==> config.mk <==
export PLATFORM = sky130hd
export DESIGN_NAME = fw_update_seq
export DESIGN_NICKNAME = d
export VERILOG_FILES = /design/src/rtl/fwu_pkg.sv /design/src/rtl/fwu_req_gate.sv /design/src/rtl/fwu_seq_fsm.sv /design/src/rtl/fwu_prog_port.sv /design/src/rtl/fw_update_seq.sv
export SDC_FILE = /design/constraint.sdc
export NUM_CORES = 1
export LEC_CHECK = 0
export ABC_AREA = 1
export BUFFER_PORTS_ARGS = -buffer_cell sky130_fd_sc_hd__buf_2
export CAP_MARGIN = 0
export CORE_MARGIN = 2
export CORE_UTILIZATION = 30
export CTS_BUF_LIST = sky130_fd_sc_hd__clkbuf_16
export CTS_CLUSTER_DIAMETER = 60
export CTS_CLUSTER_SIZE = 8
export DETAILED_ROUTE_END_ITERATION = 10
export SYNTH_ARGS = -nofsm -noshare
export SYNTH_HDL_FRONTEND = slang
export SYNTH_SLANG_ARGS = --single-unit
==> constraint.sdc <==
create_clock -name clk -period 1.3 [get_ports clk]
set_input_delay 0.13 -clock clk [delete_from_list [all_inputs] [get_ports clk]]
set_output_delay 0.13 -clock clk [all_outputs]
set_load 0.01 [all_outputs]
==> src/rtl/fwu_pkg.sv <==
package fwu_pkg;

    typedef enum logic [2:0] {
        ST_NONE    = 3'd0,
        ST_DONE    = 3'd1,
        ST_BADIMG  = 3'd2,
        ST_WRFAIL  = 3'd3,
        ST_REFUSED = 3'd4
    } seq_status_e;

    typedef enum logic [3:0] {
        S_BOOT,
        S_IDLE,
        S_STAGE,
        S_CHECK,
        S_MARK,
        S_WR_MAIN,
        S_WR_REC,
        S_UNMARK
    } seq_state_e;

    typedef struct packed {
        seq_state_e  state;
        logic        recovery;
        seq_status_e status;
    } seq_regs_t;

    typedef struct packed {
        logic ack;
        logic nack;
    } gate_regs_t;

endpackage

==> src/rtl/fwu_req_gate.sv <==
module fwu_req_gate
    import fwu_pkg::*;
(
    input  logic clk,
    input  logic rst_n,
    input  logic idle_i,
    input  logic recovery_i,
    input  logic req_valid_i,
    input  logic req_remote_i,
    output logic accept_o,
    output logic reject_o,
    output logic ack_o,
    output logic nack_o
);

    gate_regs_t gate_d, gate_q;
    logic       remote_blocked;

    always_comb begin
        remote_blocked = recovery_i && req_remote_i;
        accept_o       = idle_i && req_valid_i && !remote_blocked;
        reject_o       = idle_i && req_valid_i && remote_blocked;
        gate_d         = gate_q;
        gate_d.ack     = accept_o;
        gate_d.nack    = reject_o;
    end

    always_ff @(posedge clk or negedge rst_n) begin
        if (!rst_n) begin
            gate_q <= '0;
        end else begin
            gate_q <= gate_d;
        end
    end

    assign ack_o  = gate_q.ack;
    assign nack_o = gate_q.nack;


    remote_refused_chk: assert property (@(posedge clk) disable iff (!rst_n)
        (idle_i && req_valid_i && req_remote_i && recovery_i) |=> (nack_o && !ack_o));


    busy_ignored_chk: assert property (@(posedge clk) disable iff (!rst_n)
        (!idle_i) |=> (!ack_o && !nack_o));

endmodule

==> src/rtl/fwu_seq_fsm.sv <==
module fwu_seq_fsm
    import fwu_pkg::*;
(
    input  logic        clk,
    input  logic        rst_n,
    input  logic        nv_flag_i,
    input  logic        accept_i,
    input  logic        reject_i,
    input  logic        stage_done_i,
    input  logic        val_pass_i,
    input  logic        val_fail_i,
    input  logic        flag_ack_i,
    input  logic        prog_ack_i,
    input  logic        prog_err_i,
    output logic        idle_o,
    output logic        stage_en_o,
    output logic        val_req_o,
    output logic        flag_wr_o,
    output logic        flag_wdata_o,
    output logic        wr_main_o,
    output logic        wr_rec_o,
    output logic        halt_o,
    output logic        busy_o,
    output logic        recovery_o,
    output seq_status_e status_o
);

    seq_regs_t seq_d, seq_q;

    always_comb begin
        seq_d = seq_q;
        unique case (seq_q.state)
            S_BOOT: begin
                seq_d.recovery = nv_flag_i;
                seq_d.state    = S_IDLE;
            end
            S_IDLE: begin
                if (accept_i) begin
                    seq_d.state  = S_STAGE;
                    seq_d.status = ST_NONE;
                end else if (reject_i) begin
                    seq_d.status = ST_REFUSED;
                end
            end
            S_STAGE: begin
                if (stage_done_i) seq_d.state = S_CHECK;
            end
            S_CHECK: begin
                if (val_fail_i) begin
                    seq_d.state  = S_IDLE;
                    seq_d.status = ST_BADIMG;
                end else if (val_pass_i) begin
                    seq_d.state = S_MARK;
                end
            end
            S_MARK: begin
                if (flag_ack_i) seq_d.state = S_WR_MAIN;
            end
            S_WR_MAIN: begin
                if (prog_err_i) begin
                    seq_d.state    = S_IDLE;
                    seq_d.status   = ST_WRFAIL;
                    seq_d.recovery = 1'b1;
                end else if (prog_ack_i) begin
                    seq_d.state = S_WR_REC;
                end
            end
            S_WR_REC: begin
                if (prog_err_i) begin
                    seq_d.state    = S_IDLE;
                    seq_d.status   = ST_WRFAIL;
                    seq_d.recovery = 1'b1;
                end else if (prog_ack_i) begin
                    seq_d.state = S_UNMARK;
                end
            end
            S_UNMARK: begin
                if (flag_ack_i) begin
                    seq_d.state    = S_IDLE;
                    seq_d.status   = ST_DONE;
                    seq_d.recovery = 1'b0;
                end
            end
            default: seq_d.state = S_IDLE;
        endcase
    end

    always_ff @(posedge clk or negedge rst_n) begin
        if (!rst_n) begin
            seq_q.state    <= S_BOOT;
            seq_q.recovery <= 1'b0;
            seq_q.status   <= ST_NONE;
        end else begin
            seq_q <= seq_d;
        end
    end

    always_comb begin
        idle_o       = (seq_q.state == S_IDLE);
        stage_en_o   = (seq_q.state == S_STAGE);
        val_req_o    = (seq_q.state == S_CHECK);
        flag_wr_o    = (seq_q.state == S_MARK) || (seq_q.state == S_UNMARK);
        flag_wdata_o = (seq_q.state == S_MARK);
        wr_main_o    = (seq_q.state == S_WR_MAIN);
        wr_rec_o     = (seq_q.state == S_WR_REC);
        halt_o       = flag_wr_o || wr_main_o || wr_rec_o;
        busy_o       = halt_o || stage_en_o || val_req_o;
        recovery_o   = seq_q.recovery;
        status_o     = seq_q.status;
    end


    write_after_pass_chk: assert property (@(posedge clk) disable iff (!rst_n)
        (flag_wr_o && flag_wdata_o && !$past(flag_wr_o)) |-> $past(val_req_o && val_pass_i));


    fail_no_write_chk: assert property (@(posedge clk) disable iff (!rst_n)
        (val_req_o && val_fail_i) |=> (!flag_wr_o && !wr_main_o && idle_o));


    clear_after_rec_chk: assert property (@(posedge clk) disable iff (!rst_n)
        (flag_wr_o && !flag_wdata_o && !$past(flag_wr_o)) |-> $past(wr_rec_o && prog_ack_i));


    abort_stops_chk: assert property (@(posedge clk) disable iff (!rst_n)
        ((wr_main_o || wr_rec_o) && prog_err_i) |=> (!flag_wr_o && !wr_main_o && !wr_rec_o && recovery_o));

endmodule

==> src/rtl/fwu_prog_port.sv <==
module fwu_prog_port #(
    parameter int unsigned             AREA_W  = 2,
    parameter logic [AREA_W-1:0]       NONE_ID = '0,
    parameter logic [AREA_W-1:0]       MAIN_ID = 1,
    parameter logic [AREA_W-1:0]       REC_ID  = 2
) (
    input  logic              clk,
    input  logic              rst_n,
    input  logic              wr_main_i,
    input  logic              wr_rec_i,
    input  logic              flag_wr_i,
    input  logic              prog_ack_i,
    output logic              prog_req_o,
    output logic [AREA_W-1:0] prog_area_o
);

    localparam int unsigned AREA_CODES = 1 << AREA_W;

    always_comb begin
        prog_req_o  = wr_main_i || wr_rec_i;
        prog_area_o = NONE_ID;
        if (wr_main_i)     prog_area_o = MAIN_ID;
        else if (wr_rec_i) prog_area_o = REC_ID;
    end

    initial begin
        assert (AREA_CODES >= 3 && MAIN_ID != REC_ID && MAIN_ID != NONE_ID && REC_ID != NONE_ID)
            else $error("area codes must be distinct and fit AREA_W");
    end


    single_target_chk: assert property (@(posedge clk) disable iff (!rst_n)
        !(prog_req_o && flag_wr_i));


    rec_after_main_chk: assert property (@(posedge clk) disable iff (!rst_n)
        (prog_req_o && prog_area_o == REC_ID && !$past(prog_req_o && prog_area_o == REC_ID))
        |-> $past(prog_req_o && prog_area_o == MAIN_ID && prog_ack_i));


    area_hold_chk: assert property (@(posedge clk) disable iff (!rst_n)
        (prog_req_o && !prog_ack_i) |=> (!prog_req_o || $stable(prog_area_o)));


    legal_area_chk: assert property (@(posedge clk) disable iff (!rst_n)
        prog_req_o |-> (prog_area_o == MAIN_ID || prog_area_o == REC_ID));

endmodule

==> src/rtl/fw_update_seq.sv <==
module fw_update_seq
    import fwu_pkg::*;
#(
    parameter int unsigned       AREA_W  = 2,
    parameter logic [AREA_W-1:0] MAIN_ID = 1,
    parameter logic [AREA_W-1:0] REC_ID  = 2
) (
    input  logic              clk,
    input  logic              rst_n,
    input  logic              nv_flag_i,
    input  logic              req_valid_i,
    input  logic              req_remote_i,
    output logic              req_ack_o,
    output logic              req_nack_o,
    output logic              stage_en_o,
    input  logic              stage_done_i,
    output logic              val_req_o,
    input  logic              val_pass_i,
    input  logic              val_fail_i,
    output logic              flag_wr_o,
    output logic              flag_wdata_o,
    input  logic              flag_ack_i,
    output logic              prog_req_o,
    output logic [AREA_W-1:0] prog_area_o,
    input  logic              prog_ack_i,
    input  logic              prog_err_i,
    output logic              halt_o,
    output logic              busy_o,
    output logic              recovery_o,
    output logic [2:0]        status_o
);

    logic        idle, accept, reject, wr_main, wr_rec;
    seq_status_e status;

    fwu_req_gate u_gate (
        .clk          (clk),
        .rst_n        (rst_n),
        .idle_i       (idle),
        .recovery_i   (recovery_o),
        .req_valid_i  (req_valid_i),
        .req_remote_i (req_remote_i),
        .accept_o     (accept),
        .reject_o     (reject),
        .ack_o        (req_ack_o),
        .nack_o       (req_nack_o)
    );

    fwu_seq_fsm u_fsm (
        .clk          (clk),
        .rst_n        (rst_n),
        .nv_flag_i    (nv_flag_i),
        .accept_i     (accept),
        .reject_i     (reject),
        .stage_done_i (stage_done_i),
        .val_pass_i   (val_pass_i),
        .val_fail_i   (val_fail_i),
        .flag_ack_i   (flag_ack_i),
        .prog_ack_i   (prog_ack_i),
        .prog_err_i   (prog_err_i),
        .idle_o       (idle),
        .stage_en_o   (stage_en_o),
        .val_req_o    (val_req_o),
        .flag_wr_o    (flag_wr_o),
        .flag_wdata_o (flag_wdata_o),
        .wr_main_o    (wr_main),
        .wr_rec_o     (wr_rec),
        .halt_o       (halt_o),
        .busy_o       (busy_o),
        .recovery_o   (recovery_o),
        .status_o     (status)
    );

    fwu_prog_port #(
        .AREA_W  (AREA_W),
        .NONE_ID ('0),
        .MAIN_ID (MAIN_ID),
        .REC_ID  (REC_ID)
    ) u_port (
        .clk         (clk),
        .rst_n       (rst_n),
        .wr_main_i   (wr_main),
        .wr_rec_i    (wr_rec),
        .flag_wr_i   (flag_wr_o),
        .prog_ack_i  (prog_ack_i),
        .prog_req_o  (prog_req_o),
        .prog_area_o (prog_area_o)
    );

    assign status_o = status;


    halt_cover_chk: assert property (@(posedge clk) disable iff (!rst_n)
        (prog_req_o || flag_wr_o) |-> halt_o);


    halt_release_chk: assert property (@(posedge clk) disable iff (!rst_n)
        (flag_wr_o && !flag_wdata_o && flag_ack_i) |=> !halt_o);

endmodule

==> results.json <==
{
  "worst_hold_startpoint": "req_remote_i",
  "ys_seq_elements": 9,
  "setup_viol": 6,
  "wl_per_cell_um": 12.30,
  "io_pins": 26,
  "ir_drop_mv": 1.263,
  "synth.cell_area_um2": 777.0,
  "cp-end-kind": "output pin",
  "synth_area_leaders": "dfrtp_1 29%, nand2_1 11%, nand3_4 6.8%, nand2_4 5.8%, inv_1 4.8%",
  "setup_tns_ps": -83.38,
  "timing.rr.end": "u_fsm.seq_q[4]",
  "design.die.area_um2": 3013,
  "finClkSkew_ps": 8.477,
  "max_freq_mhz": 749.4,
  "hold_depth": 3,
  "cts.htree.levels": 1,
  "path_cells": "inv_2 -> nand2_8 -> o211ai_1 -> buf_2",
  "drv_slew": 0,
  "grt_usage_pct": 14.62,
  "synth-seq-area-share_pct": 28.99,
  "wl_um": 1980,
  "cellPowerDensity_nw_per_um2": 2428,
  "rrSetupSlack_ps": -20,
  "yosys.cell_types.count": 25,
  "status": "finished with violations",
  "die_h_um": 54.89,
  "overflow": 0,
  "drtIter0Drc": 22,
  "crit_fanout": 5,
  "arrival_ps": 1200,
  "clockBufferDepth": 2,
  "io_buffers": 25,
  "antenna_found_initial": 0,
  "worstReg2RegStart": "u_fsm.seq_q[4]",
  "syn_to_final_growth_pct": 49.60,
  "start_util_pct": 31.65,
  "cts_made_buffers": 3,
  "critPathLaunchType": "flop",
  "hp-class": "in -> reg",
  "netlist.top_cell.by_area": "dfrtp_1",
  "hold_violations": 0,
  "cp.buffers_inverters": 2,
  "cp.required_ps": 1170,
  "cts_tree": "built",
  "layout.nets": 143,
  "ant_nets": 0,
  "leakage_nw": 0.6339,
  "max_slew.worst_pin.slew_ps": 220.1,
  "clk_pin_slew_ps": 40,
  "dr.pass1.iters": 4,
  "finalCritPeriodShare_pct": 102.7,
  "yosys.area.top_type_share_pct": 28.99,
  "final_common_cell": "buf_2",
  "dpl.hpwl_um": 1361,
  "n_fill_cell": 239,
  "relSlewSlack_pct": 85.33,
  "yosys_warnings": 0,
  "worst_path_dominant_cell_family": "flip-flops",
  "reg2regPathDepth": 9,
  "synthesis.nets": 108,
  "rows": 18,
  "core-area_um2": 2455,
  "dieWidth_um": 54.89,
  "gp_congestion": 0.8185,
  "drc": 0,
  "viasPerCell": 4.528,
  "cts_sinks": 9,
  "root_buffer": "clkbuf_16",
  "drv_cap": 0,
  "grt_max_degree": 10,
  "crit_slowest_cell": "dfrtp_1",
  "syn_inst": 97,
  "worst_slack_ps": -34.46,
  "holdWs_ps": 161.3,
  "cp_slowest_stage_delay_ps": 420,
  "drive_above_1_share_pct": 58.02,
  "grt_pass1_vias": 644,
  "avgSynthCellArea_um2": 8.010,
  "crit_type": "reg -> out",
  "hold_path_end": "u_gate.nack_o",
  "grt_first_pass_wirelength_um": 2967,
  "violations": "setup timing",
  "rsz0062_at_grt": "yes",
  "min_period_ps": 1334,
  "clkLatencyLatePin_ps": 240,
  "n_antenna_cell": 0,
  "via_count": 729,
  "final_cell_mix": "22 x buf_2, 18 x nand2_1, 9 x inv_1, 9 x nand2_2, 9 x dfrtp_1"
}
-- layout make-up --
| class | count | area, um^2 | area share (%) |
|---|---|---|---|
| inverter | 13 | 66.31 | 5.705 |
| tap | 30 | 37.54 | 3.229 |
| sequential | 9 | 225.2 | 19.38 |
| clock buffer | 3 | 75.07 | 6.459 |
| timing repair buffer | 38 | 276.5 | 23.79 |
| clock inverter | 1 | 3.754 | 0.3229 |
| multi-input combinational | 67 | 478.0 | 41.12 |
-- registers in the layout, indices dropped and copies added (netlist names) --
signal,cells
u_gate.ack_o,1
u_fsm.status_o,3
u_gate.nack_o,1
u_fsm.recovery_o,1
u_fsm.seq_q,3
-- how the worst max path moves through the flow --
stage / slack, ps / from / depth (start not counted) / end
4_1_cts: -20 / u_fsm.seq_q[4] / 5 / flag_wr_o
3_5_place_dp: 20 / u_fsm.seq_q[4] / 9 / u_fsm.seq_q[4]
6_report: -30 / u_fsm.seq_q[6] / 4 / busy_o
3_3_place_gp: 40 / u_fsm.seq_q[6] / 7 / u_fsm.recovery_o
2_1_floorplan: 100 / u_fsm.seq_q[4] / 9 / u_fsm.seq_q[4]
5_1_grt: -100 / u_fsm.seq_q[6] / 7 / u_fsm.status_o[2]
-- synth_stat cells, drive strengths merged --
cell type  count
clkbuf         1
o21ai          4
nor2          14
a22oi          1
a21oi          4
nand3         10
buf            7
or2            1
nand2         32
o211ai         1
dfrtp          9
inv           13
-- metal layers --
metal | track usage, % | up-vias | routed length [um]
met1 | 17.94 | 333 | 762
li1 | - | 366 | -
met4 | 4.878 | 0 | 8
met3 | 4.032 | 2 | 152
met5 | 0 | - | 0
met2 | 24.60 | 28 | 1057
-- kinds of logic (layout without fill, tap and decap cells) --
kind of cell / Yosys count / after routing / share of synthesized area [%]
flops: 9 / 9 / 28.99
simple gates: 57 / 57 / 44.61
buf+inv: 21 / 55 / 15.94
compound gates: 10 / 10 / 10.47
-- worst min-delay path, stage by stage --
cell,delay (ps)
buf_2,90
nand2_1,70
nor2_1,60
-- per-stage QoR --
step | total power [W] | instance area, um^2 | util (%) | instances | setup WS [ps]
2_1_floorplan | 0.001560 | 777.0 | - | 97 | 101.0
3_3_place_gp | 0.001881 | 927.1 | 37.77 | 148 | 39.83
3_5_place_dp | 0.001901 | 927.1 | 37.77 | 148 | 17.47
4_1_cts | 0.002607 | 1081 | 44.04 | 159 | -15.35
5_1_grt | 0.003032 | 1162 | 47.35 | 161 | -102.8
6_report | 0.002822 | 1162 | 47.35 | 161 | -34.46
-- power by group --
| part | total [W] | switching, W | internal, W |
|---|---|---|---|
| clock | 0.000545 | 0.000143 | 0.000403 |
| sequential | 0.000452 | 0.0000680 | 0.000384 |
| combinational | 0.00182 | 0.00103 | 0.000791 |
| total | 0.00282 | 0.00124 | 0.00158 |
-- what timing repair did --
| item | CTS | global route |
|---|---|---|
| endpoints found under the hold margin | 9 | 0 |
| endpoints found under the setup margin | 4 | 12 |
| pin swaps | 2 | 7 |
| gates resized for setup | 6 | 17 |
| hold buffers | 1 | 0 |
| gates cloned | 0 | 0 |
| setup buffers | 6 | 2 |
(Power assumes the default switching activity.)
